--- config.mk ---
export PLATFORM = sky130hd
export DESIGN_NAME = exc_ctx_ctrl
export DESIGN_NICKNAME = d
export VERILOG_FILES = /design/src/rtl/exc_ctx_pkg.sv /design/src/rtl/exc_spc_sel.sv /design/src/rtl/exc_ctx_decide.sv /design/src/rtl/exc_ctx_regs.sv /design/src/rtl/exc_ctx_ctrl.sv
export SDC_FILE = /design/constraint.sdc
export NUM_CORES = 1
export LEC_CHECK = 0
export BUFFER_PORTS_ARGS = -buffer_cell sky130_fd_sc_hd__buf_2
export CAP_MARGIN = 20
export CELL_PAD_IN_SITES_DETAIL_PLACEMENT = 0
export CELL_PAD_IN_SITES_GLOBAL_PLACEMENT = 1
export CORE_MARGIN = 2
export CORE_UTILIZATION = 30
export DETAILED_ROUTE_END_ITERATION = 7
export GPL_TIMING_DRIVEN = 1
export MAX_ROUTING_LAYER = met4
export PLACE_DENSITY = 0.69
export SLEW_MARGIN = 40
export SYNTH_ARGS = -nofsm -noshare
export SYNTH_HDL_FRONTEND = slang
export SYNTH_SLANG_ARGS = --single-unit
--- constraint.sdc ---
create_clock -name clk -period 2.8 [get_ports clk]
set_input_delay 0.28 -clock clk [delete_from_list [all_inputs] [get_ports clk]]
set_output_delay 0.28 -clock clk [all_outputs]
set_load 0.02 [all_outputs]
--- src/rtl/exc_ctx_pkg.sv ---
package exc_ctx_pkg;
   typedef enum logic [1:0] {
      EK_REEXEC = 2'd0,
      EK_COMPL  = 2'd1,
      EK_INTR   = 2'd2,
      EK_RSVD   = 2'd3
   } exc_kind_e;

   typedef enum logic [1:0] {
      ACT_NONE  = 2'd0,
      ACT_ENTRY = 2'd1,
      ACT_MRST  = 2'd2,
      ACT_RET   = 2'd3
   } ctx_act_e;
endpackage

--- src/rtl/exc_spc_sel.sv ---
module exc_spc_sel
   import exc_ctx_pkg::*;
#(
   parameter int PC_W = 32
) (
   input  logic [1:0]      kind,
   input  logic            in_slot,
   input  logic            is_dbr,
   input  logic [PC_W-1:0] cur_pc,
   input  logic [PC_W-1:0] nxt_pc,
   input  logic [PC_W-1:0] tgt_pc,
   input  logic [PC_W-1:0] br_pc,
   output logic [PC_W-1:0] spc_new
);
   exc_kind_e kind_e;
   assign kind_e = exc_kind_e'(kind);

   always_comb begin
      case (kind_e)
         EK_REEXEC: spc_new = in_slot ? br_pc : cur_pc;
         default:   spc_new = is_dbr  ? tgt_pc : nxt_pc;
      endcase
   end
endmodule

--- src/rtl/exc_ctx_decide.sv ---
module exc_ctx_decide
   import exc_ctx_pkg::*;
(
   input  logic     exc_req,
   input  logic     exc_ubrk,
   input  logic     blocked,
   input  logic     rte_req,
   output ctx_act_e act
);
   always_comb begin
      act = ACT_NONE;
      if (exc_req) begin
         if (blocked && !exc_ubrk) act = ACT_MRST;
         else                      act = ACT_ENTRY;
      end else if (rte_req) begin
         act = ACT_RET;
      end
   end
endmodule

--- src/rtl/exc_ctx_regs.sv ---
module exc_ctx_regs
   import exc_ctx_pkg::*;
#(
   parameter int               PC_W      = 32,
   parameter int               SR_W      = 32,
   parameter int               CODE_W    = 32,
   parameter int               BL_BIT    = 28,
   parameter logic [SR_W-1:0]  SR_RST    = 32'h7000_00F0,
   parameter logic [CODE_W-1:0] MRST_CODE = 32'h20,
   parameter bit               RET_REG   = 1'b1
) (
   input  logic              clk,
   input  logic              rst_n,
   input  ctx_act_e          act,
   input  logic [PC_W-1:0]   spc_new,
   input  logic [CODE_W-1:0] exc_code,
   output logic [SR_W-1:0]   sr_q,
   output logic [SR_W-1:0]   ssr_q,
   output logic [PC_W-1:0]   spc_q,
   output logic [CODE_W-1:0] evt_q,
   output logic              mrst_q,
   output logic              ret_vld_q,
   output logic [PC_W-1:0]   ret_pc,
   output logic [SR_W-1:0]   slot_sr
);
   localparam logic [SR_W-1:0] BL_MASK = SR_W'(1) << BL_BIT;

   logic [SR_W-1:0] pre_sr_q;

   always_ff @(posedge clk or negedge rst_n) begin
      if (!rst_n) begin
         sr_q      <= SR_RST;
         ssr_q     <= '0;
         spc_q     <= '0;
         evt_q     <= '0;
         mrst_q    <= 1'b0;
         ret_vld_q <= 1'b0;
         pre_sr_q  <= '0;
      end else begin
         mrst_q    <= (act == ACT_MRST);
         ret_vld_q <= (act == ACT_RET);
         case (act)
            ACT_ENTRY: begin
               spc_q <= spc_new;
               ssr_q <= sr_q;
               sr_q  <= sr_q | BL_MASK;
               evt_q <= exc_code;
            end
            ACT_MRST: begin
               sr_q  <= SR_RST;
               evt_q <= MRST_CODE;
            end
            ACT_RET: begin
               pre_sr_q <= sr_q;
               sr_q     <= ssr_q;
            end
            default: ;
         endcase
      end
   end

   assign slot_sr = ret_vld_q ? pre_sr_q : sr_q;

   generate
      if (RET_REG) begin : g_ret_reg
         logic [PC_W-1:0] ret_pc_q;
         always_ff @(posedge clk or negedge rst_n) begin
            if (!rst_n)              ret_pc_q <= '0;
            else if (act == ACT_RET) ret_pc_q <= spc_q;
         end
         assign ret_pc = ret_pc_q;
      end else begin : g_ret_comb
         assign ret_pc = spc_q;
      end
   endgenerate
endmodule

--- src/rtl/exc_ctx_ctrl.sv ---
module exc_ctx_ctrl
   import exc_ctx_pkg::*;
#(
   parameter int                PC_W      = 32,
   parameter int                SR_W      = 32,
   parameter int                CODE_W    = 32,
   parameter int                BL_BIT    = 28,
   parameter logic [SR_W-1:0]   SR_RST    = 32'h7000_00F0,
   parameter logic [CODE_W-1:0] MRST_CODE = 32'h20,
   parameter bit                RET_REG   = 1'b1
) (
   input  logic              clk,
   input  logic              rst_n,
   input  logic              exc_req,
   input  logic [1:0]        exc_kind,
   input  logic              exc_ubrk,
   input  logic [CODE_W-1:0] exc_code,
   input  logic [PC_W-1:0]   cur_pc,
   input  logic [PC_W-1:0]   nxt_pc,
   input  logic [PC_W-1:0]   tgt_pc,
   input  logic [PC_W-1:0]   br_pc,
   input  logic              in_slot,
   input  logic              is_dbr,
   input  logic              rte_req,
   output logic [SR_W-1:0]   sr_o,
   output logic [SR_W-1:0]   ssr_o,
   output logic [PC_W-1:0]   spc_o,
   output logic [CODE_W-1:0] evt_o,
   output logic              mrst_o,
   output logic              ret_vld_o,
   output logic [PC_W-1:0]   ret_pc_o,
   output logic [SR_W-1:0]   slot_sr_o
);
   generate
      if (BL_BIT < 0 || BL_BIT >= SR_W) begin : g_bad_bl
         $error("exc_ctx_ctrl: BL_BIT outside status word");
      end
      if (PC_W < 2) begin : g_bad_pc
         $error("exc_ctx_ctrl: PC_W too small");
      end
      if (CODE_W < 6) begin : g_bad_code
         $error("exc_ctx_ctrl: CODE_W cannot hold the manual-reset code");
      end
      if (SR_RST[BL_BIT] != 1'b1) begin : g_bad_rst
         $error("exc_ctx_ctrl: reset status must set the block bit");
      end
   endgenerate

   logic [PC_W-1:0] spc_new;
   ctx_act_e        act;

   exc_spc_sel #(.PC_W(PC_W)) u_sel (
      .kind    (exc_kind),
      .in_slot (in_slot),
      .is_dbr  (is_dbr),
      .cur_pc  (cur_pc),
      .nxt_pc  (nxt_pc),
      .tgt_pc  (tgt_pc),
      .br_pc   (br_pc),
      .spc_new (spc_new)
   );

   exc_ctx_decide u_dec (
      .exc_req  (exc_req),
      .exc_ubrk (exc_ubrk),
      .blocked  (sr_o[BL_BIT]),
      .rte_req  (rte_req),
      .act      (act)
   );

   exc_ctx_regs #(
      .PC_W(PC_W), .SR_W(SR_W), .CODE_W(CODE_W), .BL_BIT(BL_BIT),
      .SR_RST(SR_RST), .MRST_CODE(MRST_CODE), .RET_REG(RET_REG)
   ) u_regs (
      .clk       (clk),
      .rst_n     (rst_n),
      .act       (act),
      .spc_new   (spc_new),
      .exc_code  (exc_code),
      .sr_q      (sr_o),
      .ssr_q     (ssr_o),
      .spc_q     (spc_o),
      .evt_q     (evt_o),
      .mrst_q    (mrst_o),
      .ret_vld_q (ret_vld_o),
      .ret_pc    (ret_pc_o),
      .slot_sr   (slot_sr_o)
   );
endmodule

==> flow_metrics.env <==
export IMPL_grt_pass1_vias=6773
export IMPL_r2r_setup_slack_ps=450
export IMPL_post_route_period_util=0.8378
export IMPL_hpwl_mm=18.07
export IMPL_synth_yosys_seq_area_share=0.5731
export IMPL_synth_cell_types=27
export IMPL_slew_headroom=0.5250
export IMPL_rows=61
export IMPL_peakVddDrop_uv=354.1
export IMPL_fin_skew_ps=11.99
export IMPL_final_common_cell="buf_2"
export IMPL_finalSetupViolCount=0
export IMPL_status="finished clean"
export IMPL_gp_congestion=0.7703
export IMPL_cp_data_arrival_time_ps=2650
export IMPL_cts_buffers=17
export IMPL_wl_mm=25.73
export IMPL_endpoint_kind="flop"
export IMPL_via_per_inst=4.612
export IMPL_placedCellCount=1477
export IMPL_clkTransAtPathRegs_ps=80
export IMPL_first_pass_iters=4
export IMPL_die_y_um=172.2
export IMPL_syn_inst=779
export IMPL_track_usage=0.1722
export IMPL_p_total_mw=8.268
export IMPL_clock_latency_ps=420
export IMPL_grt_overflow_total=0
export IMPL_synth_seq_cells=194
export IMPL_most_common_layout_cells="buf_2, nand2_1, dfrtp_1"
export IMPL_place_ws_ps=403.7
export IMPL_holdWs_ps=83.88
export IMPL_slew_viol_final=0
export IMPL_max_cap_violations=0
export IMPL_antenna_found_initial=1
export IMPL_ant_nets=0
export IMPL_diodes=0
export IMPL_fp_dieW_um=172.2
export IMPL_drc_errors=0
export IMPL_worstSetupPathType="flop to flop"
export IMPL_root_buffer="clkbuf_16"
export IMPL_drive_above_1_share=0.4293
export IMPL_finalCriticalPeriod_ps=2346
export IMPL_cts_buffer_depth=2
export IMPL_vias=6964
export IMPL_fin_tns_setup_ps=0
export IMPL_hold_violations=0
export IMPL_syn_to_final_growth_pct=33.29
export IMPL_synth_nets=950
export IMPL_layout_setup_ws_ps=454.2
export IMPL_required_ps=3110
export IMPL_first_iter_violations=386
export IMPL_boundaryPins=363
export IMPL_numClockSinks=194
export IMPL_port_buffer_count=362
export IMPL_grt_pass1_wl_mm=38.31
export IMPL_cp_max_fo=37
export IMPL_core_mm2=0.02778
export IMPL_postCtsSetupBuffers=0
export IMPL_htreeDepth=4
export IMPL_power_density_mw_per_mm2=730.9
export IMPL_power_leakage_nw=6.293
export IMPL_dieArea_mm2=0.02965
export IMPL_worst_pin_slew_ps=709.8
export IMPL_grt_start_max_net_pins=78
export IMPL_hold_path_class="input port to flop"
export IMPL_avgRoutedWirePerCell_um=17.04
export IMPL_tritoncts="done"
export IMPL_max_freq_mhz=426.3
export IMPL_final_instance_count_excl_fill=1510
export IMPL_finalNetCount=1290
export IMPL_ys_warn_count=0
export IMPL_initial_core_util=0.3055
export IMPL_n_fill_cell=2852
export IMPL_synth_area_mm2=0.008487
export IMPL_rsz0062_at_grt="no"
export IMPL_cp_start_kind="flop"
export IMPL_avgSynthCellArea_um2=10.89
## Yosys cell counts
| cell | number | area share |
|---|---|---|
| a21oi_1 | 2 | 0.0012 |
| a221o_1 | 6 | 0.0071 |
| a22o_1 | 25 | 0.026 |
| and2_4 | 1 | 0.0010 |
| buf_1 | 4 | 0.0018 |
| buf_2 | 28 | 0.017 |
| buf_4 | 1 | 0.00088 |
| buf_6 | 2 | 0.0027 |
| clkbuf_1 | 22 | 0.0097 |
| dfrtp_1 | 187 | 0.55 |
| dfstp_2 | 7 | 0.022 |
| ha_1 | 2 | 0.0029 |
| inv_1 | 3 | 0.0013 |
| inv_2 | 1 | 0.00044 |
| mux2_1 | 1 | 0.0013 |
| mux2_2 | 63 | 0.084 |
| mux2i_1 | 64 | 0.075 |
| nand2_1 | 256 | 0.11 |
| nand2b_1 | 32 | 0.024 |
| nand2b_4 | 1 | 0.0016 |
| nand3b_2 | 1 | 0.0013 |
| nor2_1 | 2 | 0.00088 |
| nor3_1 | 1 | 0.00059 |
| o21a_1 | 1 | 0.00088 |
| o21ai_0 | 33 | 0.019 |
| o21ai_1 | 1 | 0.00059 |
| o221ai_1 | 32 | 0.033 |
## metrics by stage
step / util / area [um^2]
2_1_floorplan: - / 8487
3_3_place_gp: 0.3841 / 10670
3_5_place_dp: 0.3845 / 10680
4_1_cts: 0.4070 / 11310
5_1_grt: 0.4072 / 11310
6_report: 0.4072 / 11310
## path summary, 6_finish.rpt
kind                                   from  cells after the start               end
setup / recovery            u_regs.sr_q[28]                      5   u_regs.ssr_q[7]
hold / removal                 exc_code[15]                      3  u_regs.evt_q[15]
setup reg to reg            u_regs.sr_q[28]                      5   u_regs.ssr_q[7]
hold reg to reg            u_regs.ret_pc[9]                      2  u_regs.ret_pc[9]
max in group asynchronous             rst_n                      3   u_regs.sr_q[28]
min in group asynchronous             rst_n                      2   u_regs.sr_q[16]
## final cells by class
type	instances	area, um^2	area share
clock buffer	17	425.4	0.03761
clock inverter	15	191.4	0.01692
inverter	4	16.27	0.001438
multi-input combinational	524	3354	0.2965
sequential	194	4865	0.4300
tap	378	473.0	0.04181
timing repair buffer	378	1987	0.1756
## report_power, final
group / internal (mW) / switching, mW / total, mW
Sequential: 3.27 / 0.309 / 3.58
Clock: 1.37 / 1.20 / 2.57
Combinational: 0.762 / 1.36 / 2.12
Total: 5.40 / 2.87 / 8.27
## registers in the layout (all words and copies together) (netlist names)
signal            flops
u_regs.evt_q         32
u_regs.mrst_q         1
u_regs.pre_sr_q      32
u_regs.ret_pc        32
u_regs.ret_vld_q      1
u_regs.spc_q         32
u_regs.sr_q          32
u_regs.ssr_q         32
## timing repair
item                      in CTS  in global routing
hold buffers                   1                  0
hold endpoints to repair      57                  0
resized for setup              0                  0
## routing by layer
metal,track usage,vias up,part of all wire,wire length (um)
met5,-,-,0,0
met4,0.03617,0,0.0096,248
met3,0.04280,18,0.068,1759
met2,0.2776,231,0.49,12610
met1,0.2213,3378,0.43,11120
li1,-,3337,-,-
## critical path, cell delays in order (launching register included)
cell and delay [ps]:
dfstp_2 400, nand3b_2 110, o21a_1 170, ha_2 550
buf_4 560, mux2_2 400
## logic make-up after synthesis
kind of cell	Yosys count	share of synthesized area
AND/OR/NAND/NOR	294	0.1423
flip-flops	194	0.5731
multiplexers	128	0.1604
AO/OA/AOI/OAI	100	0.08801
buffers and inverters	61	0.03332
adder cells (fa/ha/maj)	2	0.002948
(Power assumes the default switching activity.)
